[config.mk]
export PLATFORM = sky130hd
export DESIGN_NAME = wdog_two_stage
export DESIGN_NICKNAME = d
export VERILOG_FILES = /design/src/rtl/wdt2_pkg.sv /design/src/rtl/wdt2_regs.sv /design/src/rtl/wdt2_counter.sv /design/src/rtl/wdt2_response.sv /design/src/rtl/wdog_two_stage.sv
export SDC_FILE = /design/constraint.sdc
export NUM_CORES = 1
export LEC_CHECK = 0
export ABC_AREA = 0
export ABC_CLOCK_PERIOD_IN_PS = 3480
export BUFFER_PORTS_ARGS = -buffer_cell sky130_fd_sc_hd__buf_2
export CAP_MARGIN = 25
export CELL_PAD_IN_SITES_DETAIL_PLACEMENT = 1
export CELL_PAD_IN_SITES_GLOBAL_PLACEMENT = 2
export CORE_MARGIN = 5
export CORE_UTILIZATION = 29
export DETAILED_ROUTE_END_ITERATION = 10
export PLACE_DENSITY = 0.71
export SLEW_MARGIN = 5
export SYNTH_ARGS = -nofsm -noshare
export SYNTH_HDL_FRONTEND = slang
export SYNTH_HIERARCHICAL = 1
export SYNTH_SLANG_ARGS = --single-unit
[constraint.sdc]
create_clock -name clk -period 3.48 [get_ports clk]
set_input_delay 0.348 -clock clk [delete_from_list [all_inputs] [get_ports clk]]
set_output_delay 0.348 -clock clk [all_outputs]
set_load 0.01 [all_outputs]
[src/rtl/wdt2_pkg.sv]
package wdt2_pkg;

   localparam int unsigned SEL_W   = 4;
   localparam int unsigned NUM_SEL = 1 << SEL_W;
   localparam int unsigned BUS_W   = 32;

   localparam logic [BUS_W-1:0] KICK_KEY = 32'h1ACC_E551;

   localparam int unsigned OFF_CTRL = 0;
   localparam int unsigned OFF_KICK = 4;
   localparam int unsigned OFF_ACK  = 8;

   typedef struct packed {
      logic [SEL_W-1:0] sel;
      logic             frz;
      logic             rsp;
      logic             en;
   } ctrl_t;

endpackage

[src/rtl/wdt2_regs.sv]
module wdt2_regs
   import wdt2_pkg::*;
#(
   parameter int unsigned ADDR_W = 4
)(
   input  logic              clk,
   input  logic              rst_n,
   input  logic              bus_sel,
   input  logic              bus_wr,
   input  logic [ADDR_W-1:0] bus_addr,
   input  logic [BUS_W-1:0]  bus_wdata,
   output logic [BUS_W-1:0]  bus_rdata,
   output ctrl_t             ctrl_o,
   output logic              kick_o,
   output logic              ack_o
);

   localparam logic [ADDR_W-1:0] A_CTRL = ADDR_W'(OFF_CTRL);
   localparam logic [ADDR_W-1:0] A_KICK = ADDR_W'(OFF_KICK);
   localparam logic [ADDR_W-1:0] A_ACK  = ADDR_W'(OFF_ACK);
   localparam int unsigned       PAD_W  = BUS_W - SEL_W - 4;

   ctrl_t ctrl_q;
   logic  wr_ctrl;
   logic  wr_kick;
   logic  wr_ack;

   assign wr_ctrl = bus_sel && bus_wr && (bus_addr == A_CTRL);
   assign wr_kick = bus_sel && bus_wr && (bus_addr == A_KICK);
   assign wr_ack  = bus_sel && bus_wr && (bus_addr == A_ACK);

   always_ff @(posedge clk or negedge rst_n) begin
      if (!rst_n) begin
         ctrl_q <= '0;
      end else if (wr_ctrl) begin
         ctrl_q.sel <= bus_wdata[SEL_W+3:4];
         ctrl_q.rsp <= bus_wdata[1];
         ctrl_q.frz <= ctrl_q.frz | bus_wdata[3];
         ctrl_q.en  <= (ctrl_q.frz && ctrl_q.en) ? 1'b1 : bus_wdata[0];
      end
   end

   assign kick_o = wr_kick && (bus_wdata == KICK_KEY);
   assign ack_o  = wr_ack && bus_wdata[0];
   assign ctrl_o = ctrl_q;

   always_comb begin
      bus_rdata = '0;
      if (bus_addr == A_CTRL) begin
         bus_rdata = {{PAD_W{1'b0}}, ctrl_q.sel, ctrl_q.frz, 1'b0, ctrl_q.rsp, ctrl_q.en};
      end
   end

   assert_frz_sticky_R4 : assert property (@(posedge clk) disable iff (!rst_n)
      ctrl_q.frz |=> ctrl_q.frz);

   assert_locked_en_R5 : assert property (@(posedge clk) disable iff (!rst_n)
      (ctrl_q.frz && ctrl_q.en) |=> ctrl_q.en);

   assert_ctrl_hold_R1 : assert property (@(posedge clk) disable iff (!rst_n)
      !wr_ctrl |=> $stable(ctrl_q));

endmodule

[src/rtl/wdt2_counter.sv]
module wdt2_counter
   import wdt2_pkg::*;
#(
   parameter int unsigned MIN_EXP = 16,
   parameter int unsigned CNT_W   = MIN_EXP + NUM_SEL
)(
   input  logic             clk,
   input  logic             rst_n,
   input  logic             en_i,
   input  logic [SEL_W-1:0] sel_i,
   input  logic             kick_i,
   output logic             expire_o
);

   localparam logic [CNT_W-1:0] INIT_CNT = CNT_W'(1) << MIN_EXP;

   logic [CNT_W-1:0] period_tab [NUM_SEL];
   logic [CNT_W-1:0] cnt_q;

   for (genvar i = 0; i < NUM_SEL; i++) begin : g_period
      assign period_tab[i] = CNT_W'(1) << (MIN_EXP + i);
   end

   assign expire_o = en_i && (cnt_q == CNT_W'(1)) && !kick_i;

   always_ff @(posedge clk or negedge rst_n) begin
      if (!rst_n) begin
         cnt_q <= INIT_CNT;
      end else if (kick_i || expire_o) begin
         cnt_q <= period_tab[sel_i];
      end else if (en_i) begin
         cnt_q <= cnt_q - CNT_W'(1);
      end
   end

   assert_cnt_nonzero_R2 : assert property (@(posedge clk) disable iff (!rst_n)
      cnt_q != '0);

   assert_hold_when_off_R6 : assert property (@(posedge clk) disable iff (!rst_n)
      (!en_i && !kick_i) |=> $stable(cnt_q));

   assert_kick_reload_R9 : assert property (@(posedge clk) disable iff (!rst_n)
      kick_i |=> $onehot(cnt_q));

endmodule

[src/rtl/wdt2_response.sv]
module wdt2_response (
   input  logic clk,
   input  logic rst_n,
   input  logic en_i,
   input  logic rsp_i,
   input  logic expire_i,
   input  logic ack_i,
   output logic irq_o,
   output logic rst_req_o
);

   logic irq_q;
   logic rst_q;

   always_ff @(posedge clk or negedge rst_n) begin
      if (!rst_n) begin
         irq_q <= 1'b0;
         rst_q <= 1'b0;
      end else begin
         rst_q <= expire_i && (!rsp_i || irq_q);
         if (expire_i && rsp_i && !irq_q) begin
            irq_q <= 1'b1;
         end else if (ack_i) begin
            irq_q <= 1'b0;
         end
      end
   end

   assign irq_o     = irq_q && en_i;
   assign rst_req_o = rst_q;

   assert_rst_pulse_R7 : assert property (@(posedge clk) disable iff (!rst_n)
      rst_q |=> !rst_q);

   assert_no_rst_off_R6 : assert property (@(posedge clk) disable iff (!rst_n)
      !en_i |=> !rst_q);

   assert_second_stage_R8 : assert property (@(posedge clk) disable iff (!rst_n)
      (rst_q && $past(rsp_i)) |-> $past(irq_q));

endmodule

[src/rtl/wdog_two_stage.sv]
module wdog_two_stage
   import wdt2_pkg::*;
#(
   parameter int unsigned ADDR_W  = 4,
   parameter int unsigned MIN_EXP = 16
)(
   input  logic              clk,
   input  logic              rst_n,
   input  logic              bus_sel,
   input  logic              bus_wr,
   input  logic [ADDR_W-1:0] bus_addr,
   input  logic [31:0]       bus_wdata,
   output logic [31:0]       bus_rdata,
   output logic              irq_o,
   output logic              rst_req_o
);

   localparam int unsigned CNT_W = MIN_EXP + NUM_SEL;

   if (ADDR_W < 4) begin : g_bad_addr
      $error("ADDR_W must be at least 4 to reach every register");
   end
   if (MIN_EXP < 1 || MIN_EXP > 40) begin : g_bad_exp
      $error("MIN_EXP must lie in 1..40");
   end

   ctrl_t ctrl;
   logic  kick;
   logic  ack;
   logic  expire;

   wdt2_regs #(.ADDR_W(ADDR_W)) u_regs (
      .clk       (clk),
      .rst_n     (rst_n),
      .bus_sel   (bus_sel),
      .bus_wr    (bus_wr),
      .bus_addr  (bus_addr),
      .bus_wdata (bus_wdata),
      .bus_rdata (bus_rdata),
      .ctrl_o    (ctrl),
      .kick_o    (kick),
      .ack_o     (ack)
   );

   wdt2_counter #(.MIN_EXP(MIN_EXP), .CNT_W(CNT_W)) u_counter (
      .clk      (clk),
      .rst_n    (rst_n),
      .en_i     (ctrl.en),
      .sel_i    (ctrl.sel),
      .kick_i   (kick),
      .expire_o (expire)
   );

   wdt2_response u_response (
      .clk       (clk),
      .rst_n     (rst_n),
      .en_i      (ctrl.en),
      .rsp_i     (ctrl.rsp),
      .expire_i  (expire),
      .ack_i     (ack),
      .irq_o     (irq_o),
      .rst_req_o (rst_req_o)
   );

   assert_out_reset_R11 : assert property (@(posedge clk) disable iff (!rst_n)
      $rose(rst_n) |-> (!irq_o && !rst_req_o));

endmodule

==> impl_metrics.env <==
export IMPL_status="complete, no violations"
export IMPL_crit_slowest_cell="and4b_1"
export IMPL_coreArea_um2=9150
export IMPL_drv_cap=0
export IMPL_antenna_found_initial=0
export IMPL_fin_nets=368
export IMPL_rsz0062_at_grt="false"
export IMPL_path_cells="or3_1, and4b_1, buf_4, a31o_4, mux2i_1"
export IMPL_synth_area_um2=2700
export IMPL_clk_path_buf_depth=2
export IMPL_p_leak_nw=1.20
export IMPL_drc=0
export IMPL_dp_hpwl_mm=4.87
export IMPL_setup_violations=0
export IMPL_period_minus_slack_ns=2.26
export IMPL_die_w_um=106
export IMPL_synth_cell_type_count=46
export IMPL_htree_levels=2
export IMPL_num_vias=2084
export IMPL_layout_common_cells="buf_2, dfrtp_1, nor2_1"
export IMPL_multi_input_area_um2=1480
export IMPL_synth_fa_ha_area_frac=0.00928
export IMPL_wl_per_cell_um=14.6
export IMPL_syn_avg_cell_area_um2=9.80
export IMPL_timing_slew_headroom=0.505
export IMPL_cts_tree="built"
export IMPL_synth_sequential_area_ratio=0.381
export IMPL_drt_iter0_markers=73
export IMPL_crit_arrival_ns=2.49
export IMPL_yosys_area_share_xor_xnor=0.0910
export IMPL_design_portCount=74
export IMPL_critical_path_startpoint_type="flip-flop"
export IMPL_critPathRequiredTime_ns=3.70
export IMPL_grt_max_degree=42
export IMPL_nFillCells=1079
export IMPL_via_per_inst=4.76
export IMPL_peakVddDrop_mv=0.162
export IMPL_antenna_left=0
export IMPL_cts_root_buffer="clkbuf_8"
export IMPL_mostFrequentLayoutCell="buf_2"
export IMPL_path_clk_slew_ns=0.09
export IMPL_fmax_mhz=442
export IMPL_synth_mux_area_frac=0.0910
export IMPL_yosysWarningCount=6
export IMPL_dieArea_um2=11300
export IMPL_worstSetupPathType="reg -> reg"
export IMPL_post_route_util=0.335
export IMPL_seq_area_um2=1030
export IMPL_drv_slew=0
export IMPL_clock_latency_ns=0.30
export IMPL_routed_wl_mm=6.42
export IMPL_skew_ns=0.0111
export IMPL_worst_pin_slew_ns=0.736
export IMPL_finish_instance_area_um2=3060
export IMPL_path_max_fanout=22
export IMPL_port_buffers=48
export IMPL_grt_pass1_wl_mm=10.7
export IMPL_synth_top_family_by_area="simple AND/OR/NAND/NOR gates"
export IMPL_syn_to_final_growth_pct=13.6
export IMPL_initial_utilization=0.295
export IMPL_drive_above_1_share=0.272
export IMPL_fin_setup_tns_ns=0
export IMPL_critPathMaxStageDelay_ns=0.52
export IMPL_cts_resized_gates=0
export IMPL_die_h_um=106
export IMPL_crit_path_end_kind="flip-flop"
export IMPL_placed_cell_area_um2=2940
export IMPL_ys_async_sr_fraction=1.00
export IMPL_drt_first_pass_iters=4
export IMPL_hp_class="in -> reg"
export IMPL_grt_pass1_vias=2231
export IMPL_postSynthCellCount=275
export IMPL_finalCritPeriodShare=0.650
export IMPL_rows=35
export IMPL_cts_made_buffers=5
export IMPL_synth_edff_count=0
export IMPL_powerDensity_nw_per_um2=400
export IMPL_diodes=0
export IMPL_cts_num_sinks=41
export IMPL_track_usage=0.116
export IMPL_gr_total_overflow=0
export IMPL_routabilityCongestion=0.760
export IMPL_synth_compound_area_frac=0.0339
export IMPL_ys_flop_type="dfrtp_1"
export IMPL_finalHoldViolations=0
export IMPL_synth_simple_area_share=0.288
export IMPL_yosys_register_bits=41
-- per-layer routing --
metal | up-vias | wire length (um) | global-route usage
met3 | 6 | 381 | 0.0273
li1 | 1023 | - | -
met1 | 995 | 2950 | 0.153
met2 | 60 | 3020 | 0.191
met5 | - | 0 | 0
met4 | 0 | 68 | 0.0274
-- critical path: cells and delay by family (launching register included) --
kind,cells,cell delay (ns)
muxes,1,0.22
buffers and inverters,1,0.24
DFF,1,0.42
AOI/OAI and AO/OA,1,0.36
and+or+nand+nor,2,0.95
-- cell type report --
class,count,area share
inverters,4,0.00490
well taps,111,0.0454
clock buffers,5,0.0225
clock inverters,3,0.00695
repair buffers,55,0.101
multi-input cells,219,0.484
flip-flops and latches,41,0.336
-- flip-flops by register name, indices dropped and copies added (netlist names) --
| register | flops |
|---|---|
| u_regs/ctrl_o | 7 |
| u_response/irq_q | 1 |
| u_counter/cnt_q | 32 |
| u_response/rst_req_o | 1 |
-- where the power goes --
group | leakage (nW) | internal (W) | total, W | switching (W)
registers | 0.412 | 0.000538 | 0.000625 | 0.0000875
clock network | 0.0445 | 0.000142 | 0.000322 | 0.000180
logic | 0.744 | 0.000129 | 0.000275 | 0.000146
-- cell usage after synthesis (5+ instances only) --
cell     instances  area, um2
dfrtp_1         40       1000
nor2_1          29        109
buf_4           27        203
xor2_1          19        166
mux2i_1         17        170
nand2_1         17       63.8
nand4_1         15       93.8
nand3_1         11       55.1
xnor2_1          9       78.8
and2_2           8       60.1
nor4_1           8       50.1
nor3_1           7       35.0
mux2_4           5       75.1
nor2b_1          5       31.3
-- kinds of logic (layout without fill, tap and decap cells) --
kind of cell,after synthesis,in the layout
xor+xnor,28,28
buf+inv,39,67
flops,41,41
mux,22,22
compound gates,11,11
fa+ha+maj,2,2
simple gates,131,131
other cells,1,25
-- what timing repair did --
action                                  in CTS  in global routing
buffers inserted                             0                  0
endpoints found under the setup margin       0                  0
endpoints found under the hold margin        0                  5
hold buffers                                 0                  1
-- through the flow --
stage	cells	total power [W]	setup WS [ns]	hold slack (ns)
after global placement	428	0.000901	1.20	0.476
after CTS	436	0.00125	1.20	0.222
after detailed placement	428	0.000912	1.17	0.471
after global routing	438	0.00131	1.07	0.266
final	438	0.00122	1.22	0.271
after floorplan	299	0.000820	1.63	0.0524
-- final timing paths --
kind	cells past startpoint	from	slack, ns	endpoint
min	2	bus_wdata[0]	0.27	u_regs/ctrl_o[0]$_DFFE_PN0P_
max	5	u_counter/cnt_q[8]$_DFFE_PN0P_	1.22	u_counter/cnt_q[27]$_DFFE_PN0P_
max reg2reg	5	u_counter/cnt_q[8]$_DFFE_PN0P_	1.22	u_counter/cnt_q[27]$_DFFE_PN0P_
min reg2reg	1	u_regs/ctrl_o[2]$_DFFE_PN0P_	0.49	u_regs/ctrl_o[2]$_DFFE_PN0P_
min in group asynchronous	2	rst_n	0.40	u_counter/cnt_q[10]$_DFFE_PN0P_
max in group asynchronous	3	rst_n	2.59	u_counter/cnt_q[16]$_DFFE_PN1P_
Note: power is estimated with default switching activity, not from simulation.
